--- src/rtl/strobe_mbx_pkg.sv ---
package strobe_mbx_pkg;
   localparam int unsigned DEF_DATA_W    = 8;
   localparam int unsigned DEF_SEL_W     = 2;
   localparam int unsigned DEF_SYNC_STGS = 2;

   // True when the interrupt selector points at the pin-loaded slot.
   function automatic logic slot_hit(input logic [DEF_SEL_W-1:0] box,
                                     input logic [DEF_SEL_W-1:0] byt,
                                     input logic [DEF_SEL_W-1:0] ref_box,
                                     input logic [DEF_SEL_W-1:0] ref_byt);
      return (box == ref_box) && (byt == ref_byt);
   endfunction
endpackage

--- src/rtl/strobe_mbx_sync.sv ---
module strobe_mbx_sync #(
   parameter int unsigned   W      = 8,
   parameter int unsigned   STAGES = 2,
   parameter logic [W-1:0]  RST_V  = '0
) (
   input  logic         clk,
   input  logic         rst_n,
   input  logic [W-1:0] d,
   output logic [W-1:0] q
);
   generate
      if (STAGES < 2) begin : g_bad_depth
         $error("strobe_mbx_sync: STAGES must be at least 2");
      end
      for (genvar i = 0; i < STAGES; i++) begin : g_stg
         logic [W-1:0] r;
         if (i == 0) begin : g_first
            always_ff @(posedge clk or negedge rst_n) begin
               if (!rst_n) r <= RST_V;
               else        r <= d;
            end
         end else begin : g_next
            always_ff @(posedge clk or negedge rst_n) begin
               if (!rst_n) r <= RST_V;
               else        r <= g_stg[i-1].r;
            end
         end
      end
   endgenerate

   assign q = g_stg[STAGES-1].r;
endmodule

--- src/rtl/strobe_mbx_rise.sv ---
module strobe_mbx_rise #(
   parameter logic IDLE_LVL = 1'b1
) (
   input  logic clk,
   input  logic rst_n,
   input  logic lvl,
   output logic rise
);
   logic prev_q;

   always_ff @(posedge clk or negedge rst_n) begin
      if (!rst_n) prev_q <= IDLE_LVL;
      else        prev_q <= lvl;
   end

   assign rise = lvl & ~prev_q;
endmodule

--- src/rtl/strobe_mbx_capture.sv ---
module strobe_mbx_capture #(
   parameter int unsigned W = 8
) (
   input  logic         clk,
   input  logic         rst_n,
   input  logic         rise,
   input  logic         armed,
   input  logic         clr,
   input  logic [W-1:0] din,
   output logic [W-1:0] held,
   output logic         irq_q
);
   logic accept;

   // Lockout: a raised interrupt blocks any new capture, including one
   // in the very cycle the clear arrives.
   assign accept = rise & armed & ~irq_q;

   always_ff @(posedge clk or negedge rst_n) begin
      if (!rst_n) begin
         held  <= '0;
         irq_q <= 1'b0;
      end else begin
         if (accept) held <= din;
         irq_q <= accept | (irq_q & ~clr);
      end
   end
endmodule

--- src/rtl/strobe_mbx_byte.sv ---
module strobe_mbx_byte
   import strobe_mbx_pkg::*;
#(
   parameter int unsigned DATA_W    = DEF_DATA_W,
   parameter int unsigned SEL_W     = DEF_SEL_W,
   parameter int unsigned SYNC_STGS = DEF_SYNC_STGS,
   parameter int unsigned SLOT_BOX  = 3,
   parameter int unsigned SLOT_BYTE = 3
) (
   input  logic              clk,
   input  logic              rst_n,
   input  logic              cfg_pin_mode,
   input  logic              irq_en,
   input  logic [SEL_W-1:0]  irq_sel_box,
   input  logic [SEL_W-1:0]  irq_sel_byte,
   input  logic              ext_stb,
   input  logic [DATA_W-1:0] ext_data,
   input  logic              irq_clr,
   output logic [DATA_W-1:0] rd_data,
   output logic              irq
);
   localparam int unsigned BUS_W = DATA_W + 1;
   localparam logic [SEL_W-1:0] REF_BOX = SEL_W'(SLOT_BOX);
   localparam logic [SEL_W-1:0] REF_BYT = SEL_W'(SLOT_BYTE);
   localparam logic [BUS_W-1:0] SYNC_RST = {1'b1, {DATA_W{1'b0}}};

   generate
      if (SEL_W != DEF_SEL_W) begin : g_bad_sel
         $error("strobe_mbx_byte: SEL_W must match the package selector width");
      end
      if (SLOT_BOX >= (1 << SEL_W) || SLOT_BYTE >= (1 << SEL_W)) begin : g_bad_slot
         $error("strobe_mbx_byte: slot index out of selector range");
      end
   endgenerate

   logic [BUS_W-1:0]  sync_q;
   logic              stb_s;
   logic [DATA_W-1:0] data_s;
   logic              stb_rise;
   logic              armed;
   logic [DATA_W-1:0] held;

   // Strobe and data share one chain so they stay cycle aligned.
   strobe_mbx_sync #(.W(BUS_W), .STAGES(SYNC_STGS), .RST_V(SYNC_RST)) u_sync (
      .clk   (clk),
      .rst_n (rst_n),
      .d     ({ext_stb, ext_data}),
      .q     (sync_q)
   );
   assign stb_s  = sync_q[DATA_W];
   assign data_s = sync_q[DATA_W-1:0];

   strobe_mbx_rise #(.IDLE_LVL(1'b1)) u_rise (
      .clk   (clk),
      .rst_n (rst_n),
      .lvl   (stb_s),
      .rise  (stb_rise)
   );

   assign armed = cfg_pin_mode & irq_en &
                  slot_hit(irq_sel_box, irq_sel_byte, REF_BOX, REF_BYT);

   strobe_mbx_capture #(.W(DATA_W)) u_cap (
      .clk   (clk),
      .rst_n (rst_n),
      .rise  (stb_rise),
      .armed (armed),
      .clr   (irq_clr),
      .din   (data_s),
      .held  (held),
      .irq_q (irq)
   );

   assign rd_data = cfg_pin_mode ? held : '0;
endmodule

--- config.mk ---
export PLATFORM = sky130hd
export DESIGN_NAME = strobe_mbx_byte
export DESIGN_NICKNAME = d
export VERILOG_FILES = /design/src/rtl/strobe_mbx_pkg.sv /design/src/rtl/strobe_mbx_sync.sv /design/src/rtl/strobe_mbx_rise.sv /design/src/rtl/strobe_mbx_capture.sv /design/src/rtl/strobe_mbx_byte.sv
export SDC_FILE = /design/constraint.sdc
export NUM_CORES = 1
export LEC_CHECK = 0
export BUFFER_PORTS_ARGS = -buffer_cell sky130_fd_sc_hd__buf_2
export CAP_MARGIN = 20
export CORE_AREA = 2 2 61 46
export DETAILED_ROUTE_END_ITERATION = 8
export DIE_AREA = 0 0 63 48
export PLACE_DENSITY = 0.7
export SETUP_SLACK_MARGIN = 0.5
export SLEW_MARGIN = 0
export SYNTH_ARGS = -nofsm -noshare
export SYNTH_HDL_FRONTEND = slang
export SYNTH_SLANG_ARGS = --single-unit
--- constraint.sdc ---
create_clock -name clk -period 1.7 [get_ports clk]
set_input_delay 0.17 -clock clk [delete_from_list [all_inputs] [get_ports clk]]
set_output_delay 0.17 -clock clk [all_outputs]
set_load 0.1 [all_outputs]
Yosys cells after proc, flatten, opt, wreduce, memory -nomap -nowiden

Index checks and enable logic that the tools add are counted.
Widths: inputs -> output; s select.

Equal/unequal tests: 2
Muxes and demuxes: 1
Bitwise logic cells: 10
Reductions and logical operators: 1

Operator list:

| operator           | number |
|---|---|
| $mux 8             | 1 |
| $and 1x1->1        | 6 |
| $eq 2x2->1 const B | 2 |
| $not 1->1          | 3 |
| $logic_and 1x1->1  | 1 |
| $or 1x1->1         | 1 |

Flip-flop bits (word level): 28
Word-level logic and storage cells: 19

Longest topological paths before layout

Word-level depth: 6
Gate-level depth with buffers: 3

By module

A second synthesis with hierarchy kept.

Cell total of the unflattened synthesis: 51
Area, all modules: 910.9 µm²

By module, submodules not included:

| module             | times used | cells each | area each (µm²) | sequential area each (µm²) |
|---|---|---|---|---|
| strobe_mbx_sync    | 1          | 18         | 452.9           | 452.9 |
| strobe_mbx_capture | 1          | 20         | 344.1           | 225.2 |
| strobe_mbx_byte    | 1          | 11         | 73.8            | 0.0 |
| strobe_mbx_rise    | 1          | 2          | 40.0            | 26.3 |

Worst setup path after synthesis

Ideal clock, no wire load.

Kind: flip-flop to flip-flop
From: register u_cap.irq_q
To: register u_cap.held[0]
Setup time: 125 ps
Arrival: 1869 ps
Data required time: 1575 ps
Setup slack: -294 ps
Cell stages (with the launch flop): 4
Path through: dfrtp_1 -> nand4b_4 -> nor4_4 -> mux2_2

Cells in the longest elaborated chain, start to end: 2

RTL lines:

| what                   | RTL line                 | RTL |
|---|---|---|
| start, declared        | strobe_mbx_capture.sv:11 | `output logic irq_q` |
| start signal, assigned | strobe_mbx_capture.sv:25 | `irq_q <= accept \| (irq_q & ~clr);` |
| $not 1->1              | strobe_mbx_capture.sv:17 | `assign accept = rise & armed & ~irq_q;` |
| $and 1x1->1            | strobe_mbx_capture.sv:17 |  |
| end signal, assigned   | strobe_mbx_capture.sv:24 | `if (accept) held <= din;` |
| end, declared          | strobe_mbx_capture.sv:10 | `output logic [W-1:0] held,` |

No other way between the ends.
A chain may end at the register's enable or synchronous reset.

Final worst setup path

From: register u_cap.irq_q
To: register u_cap.held[1]

The elaborated chain is that of the path after synthesis.

==> results.cfg <==
[power_and_ir_drop]
comb_power_share = 0.168
switching_share = 0.239
power.internal_uw = 934
ir_drop_v = 0.000685
power_density_nw_per_um2 = 846
p_switching_uw = 293
clock_power_share = 0.245
power.leakage_nw = 0.701
pwr-share-seq = 0.587

[critical_path]
cp.arrival_ps = 1740
reg2reg_from = u_cap.irq_q
crit_chain = nand4b_4 -> nor4_4 -> buf_6 -> mux2_2
cp_max_fo = 9
setup.worst_path.start_class = flip-flop
critPathTopFamily = flip-flops
r2r-end = u_cap.held[1]
cp.buffers_inverters = 1
reg2reg_depth = 4
crit_type = flip-flop to flip-flop
critPathMaxStageDelay_ps = 500
crit_slowest_cell = dfrtp_4
r2r_slack_ps = 170
cp-end-kind = flip-flop
required_ps = 1910

[placement]
io_buffers = 26
dpl.cell_count = 111
gp_congestion = 0.654

[drt]
ant_nets = 0
viasPerCell = 4.16
dr.first_iter.drc_count = 6
wl_mm = 1.50
first_pass_iters = 2
wl_per_cell_um = 11.3
vias = 549
drc = 0

[clock_tree]
clock_path_buffers = 2
cts_root_buffer = clkbuf_4
clkSinkCount = 28
cts_tree = yes
clk_latency_ps = 310
cts_buffers = 3
clk_pin_slew_worst_paths_ps = 130
htreeDepth = 1

[yosys]
synth_top_cells_by_area = dfrtp_1, mux2_2, dfstp_2
synth_seq_area_share = 0.774
syn_area_um2 = 910
yosys_warnings = 0
yosysTopAreaCell = dfrtp_1
syn_nets = 68
ys_ff_latch = 28
synth_area_per_cell_um2 = 18.2
synthCells = 50
yosysTopAreaCellShare = 0.688
synth_cell_types = 9

[global_route]
grt_pass1_wl_mm = 2.48
grt_max_degree = 29
grt.total_usage = 0.114
antenna_found_initial = 0
grt_remaining_overflow = 0
grt_pass1_vias = 587

[floorplanning]
chipWidth_um = 63
die-area_um2 = 3020
die_h_um = 48
core_area_um2 = 2380
start_util = 0.382
rows = 15
ios = 27

[hold_path]
min_path_cells = 3
hold_start = irq_clr
hold_class = primary input to flip-flop
hold_end = u_cap.irq_q

[timing]
fin_crit_sh = 0.898
finalSetupTns_ps = 0
rsz0062_at_grt = true
holdWs_ps = 126
slew_viol_final = 0
tightest_slew_ps = 586
slew_headroom = 0.609
max_freq_ghz = 0.655
fin_crit_ps = 1530
finClkSkew_ps = 2.34
setup-violations-final = 0
hold_violations = 0

[flow_run]
drv_cap = 0

[finish]
area_growth_syn_to_layout_pct = 59.3
insertedDiodeCount = 0
instances_no_fill = 132
layout-drive-gt1-share = 0.622
nets = 117

[run_status]
outcome = finished clean
## sequential cells by signal (all words and copies together), names as in the netlist
| register | cells |
|---|---|
| u_cap.held | 8 |
| u_cap.irq_q | 1 |
| u_rise.prev_q | 1 |
| u_sync.g_stg.r | 9 |
| u_sync.q | 9 |
## layout make-up
| cell class | instances | area (um2) |
|---|---|---|
| fillers | 193 | 935 |
| clock buffers | 4 | 36.3 |
| repair buffers | 44 | 437 |
| multi-input cells | 21 | 221 |
| flip-flops and latches | 28 | 708 |
| well taps | 34 | 42.5 |
| inverters | 1 | 3.75 |
## per-layer routing
metal  share of wire  track usage  vias to the layer above
li1                -            -                      260
met1            0.42        0.117                      265
met2            0.51        0.223                       24
met3           0.079       0.0565                        0
met4               0       0.0133                        0
met5               0            0                        -
## logic make-up after synthesis
group,after synthesis,share of synthesized area
flops,28,0.774
buf+inv,1,0.00412
mux,8,0.0990
simple gates,12,0.113
compound gates,1,0.00963
## cell usage in the layout (no fill, tap or decap), types with 2 or more instances in the layout
cell,instances
nand2_1,2
buf_12,9
dfstp_2,3
and2_4,8
buf_2,17
clkbuf_4,3
dfrtp_1,24
dlygate4sd3_1,10
buf_4,5
mux2_2,8
buf_6,3
## what timing repair did
action	4_1_cts	5_1_grt
gates resized for setup	47	0
hold buffers	10	0
hold endpoints to repair	34	0
setup endpoints to repair	18	18
setup buffers	5	2
## worst reg2reg max path: cells and delay by family (launching register included)
family | cells | cell delay, ps
muxes | 1 | 340
and+or+nand+nor | 2 | 410
buffers and inverters | 1 | 180
DFF | 1 | 500
## metrics by stage
stage	total power [mW]	cell area (um2)	worst slack (ps)	utilization
3_3_place_gp	0.868	1100	196	0.463
6_report	1.23	1450	174	0.608
4_1_cts	1.24	1430	159	0.602
5_1_grt	1.29	1450	107	0.608
3_5_place_dp	0.872	1100	151	0.463
2_1_floorplan	0.821	923	-70.7	-
## power by group through the flow
stage          logic (mW)  registers (mW)  clock network [mW]
3_3_place_gp        0.136           0.731                   0
3_5_place_dp        0.139           0.733                   0
2_1_floorplan      0.0918           0.730                   0
4_1_cts             0.202           0.721               0.319
5_1_grt             0.218           0.726               0.343
6_report            0.206           0.721               0.300
## cell usage after synthesis
master	instances
a21o_2	1
and2_1	8
dfrtp_1	25
dfstp_2	3
inv_1	1
mux2_2	8
nand2_1	2
nand4b_4	1
nor4_4	1
## worst max-delay path by stage
stage	start	end	depth (start not counted)	slack [ps]
after global routing	u_cap.irq_q	u_cap.held[3]	4	110
final	u_cap.irq_q	u_cap.held[1]	4	170
after CTS	u_cap.irq_q	u_cap.held[1]	4	160
after global placement	u_cap.irq_q	u_cap.held[4]	4	200
after detailed placement	u_cap.irq_q	u_cap.held[1]	4	150
after floorplan	u_cap.irq_q	u_cap.held[0]	3	-70
Note: power is estimated with default switching activity, not from simulation.
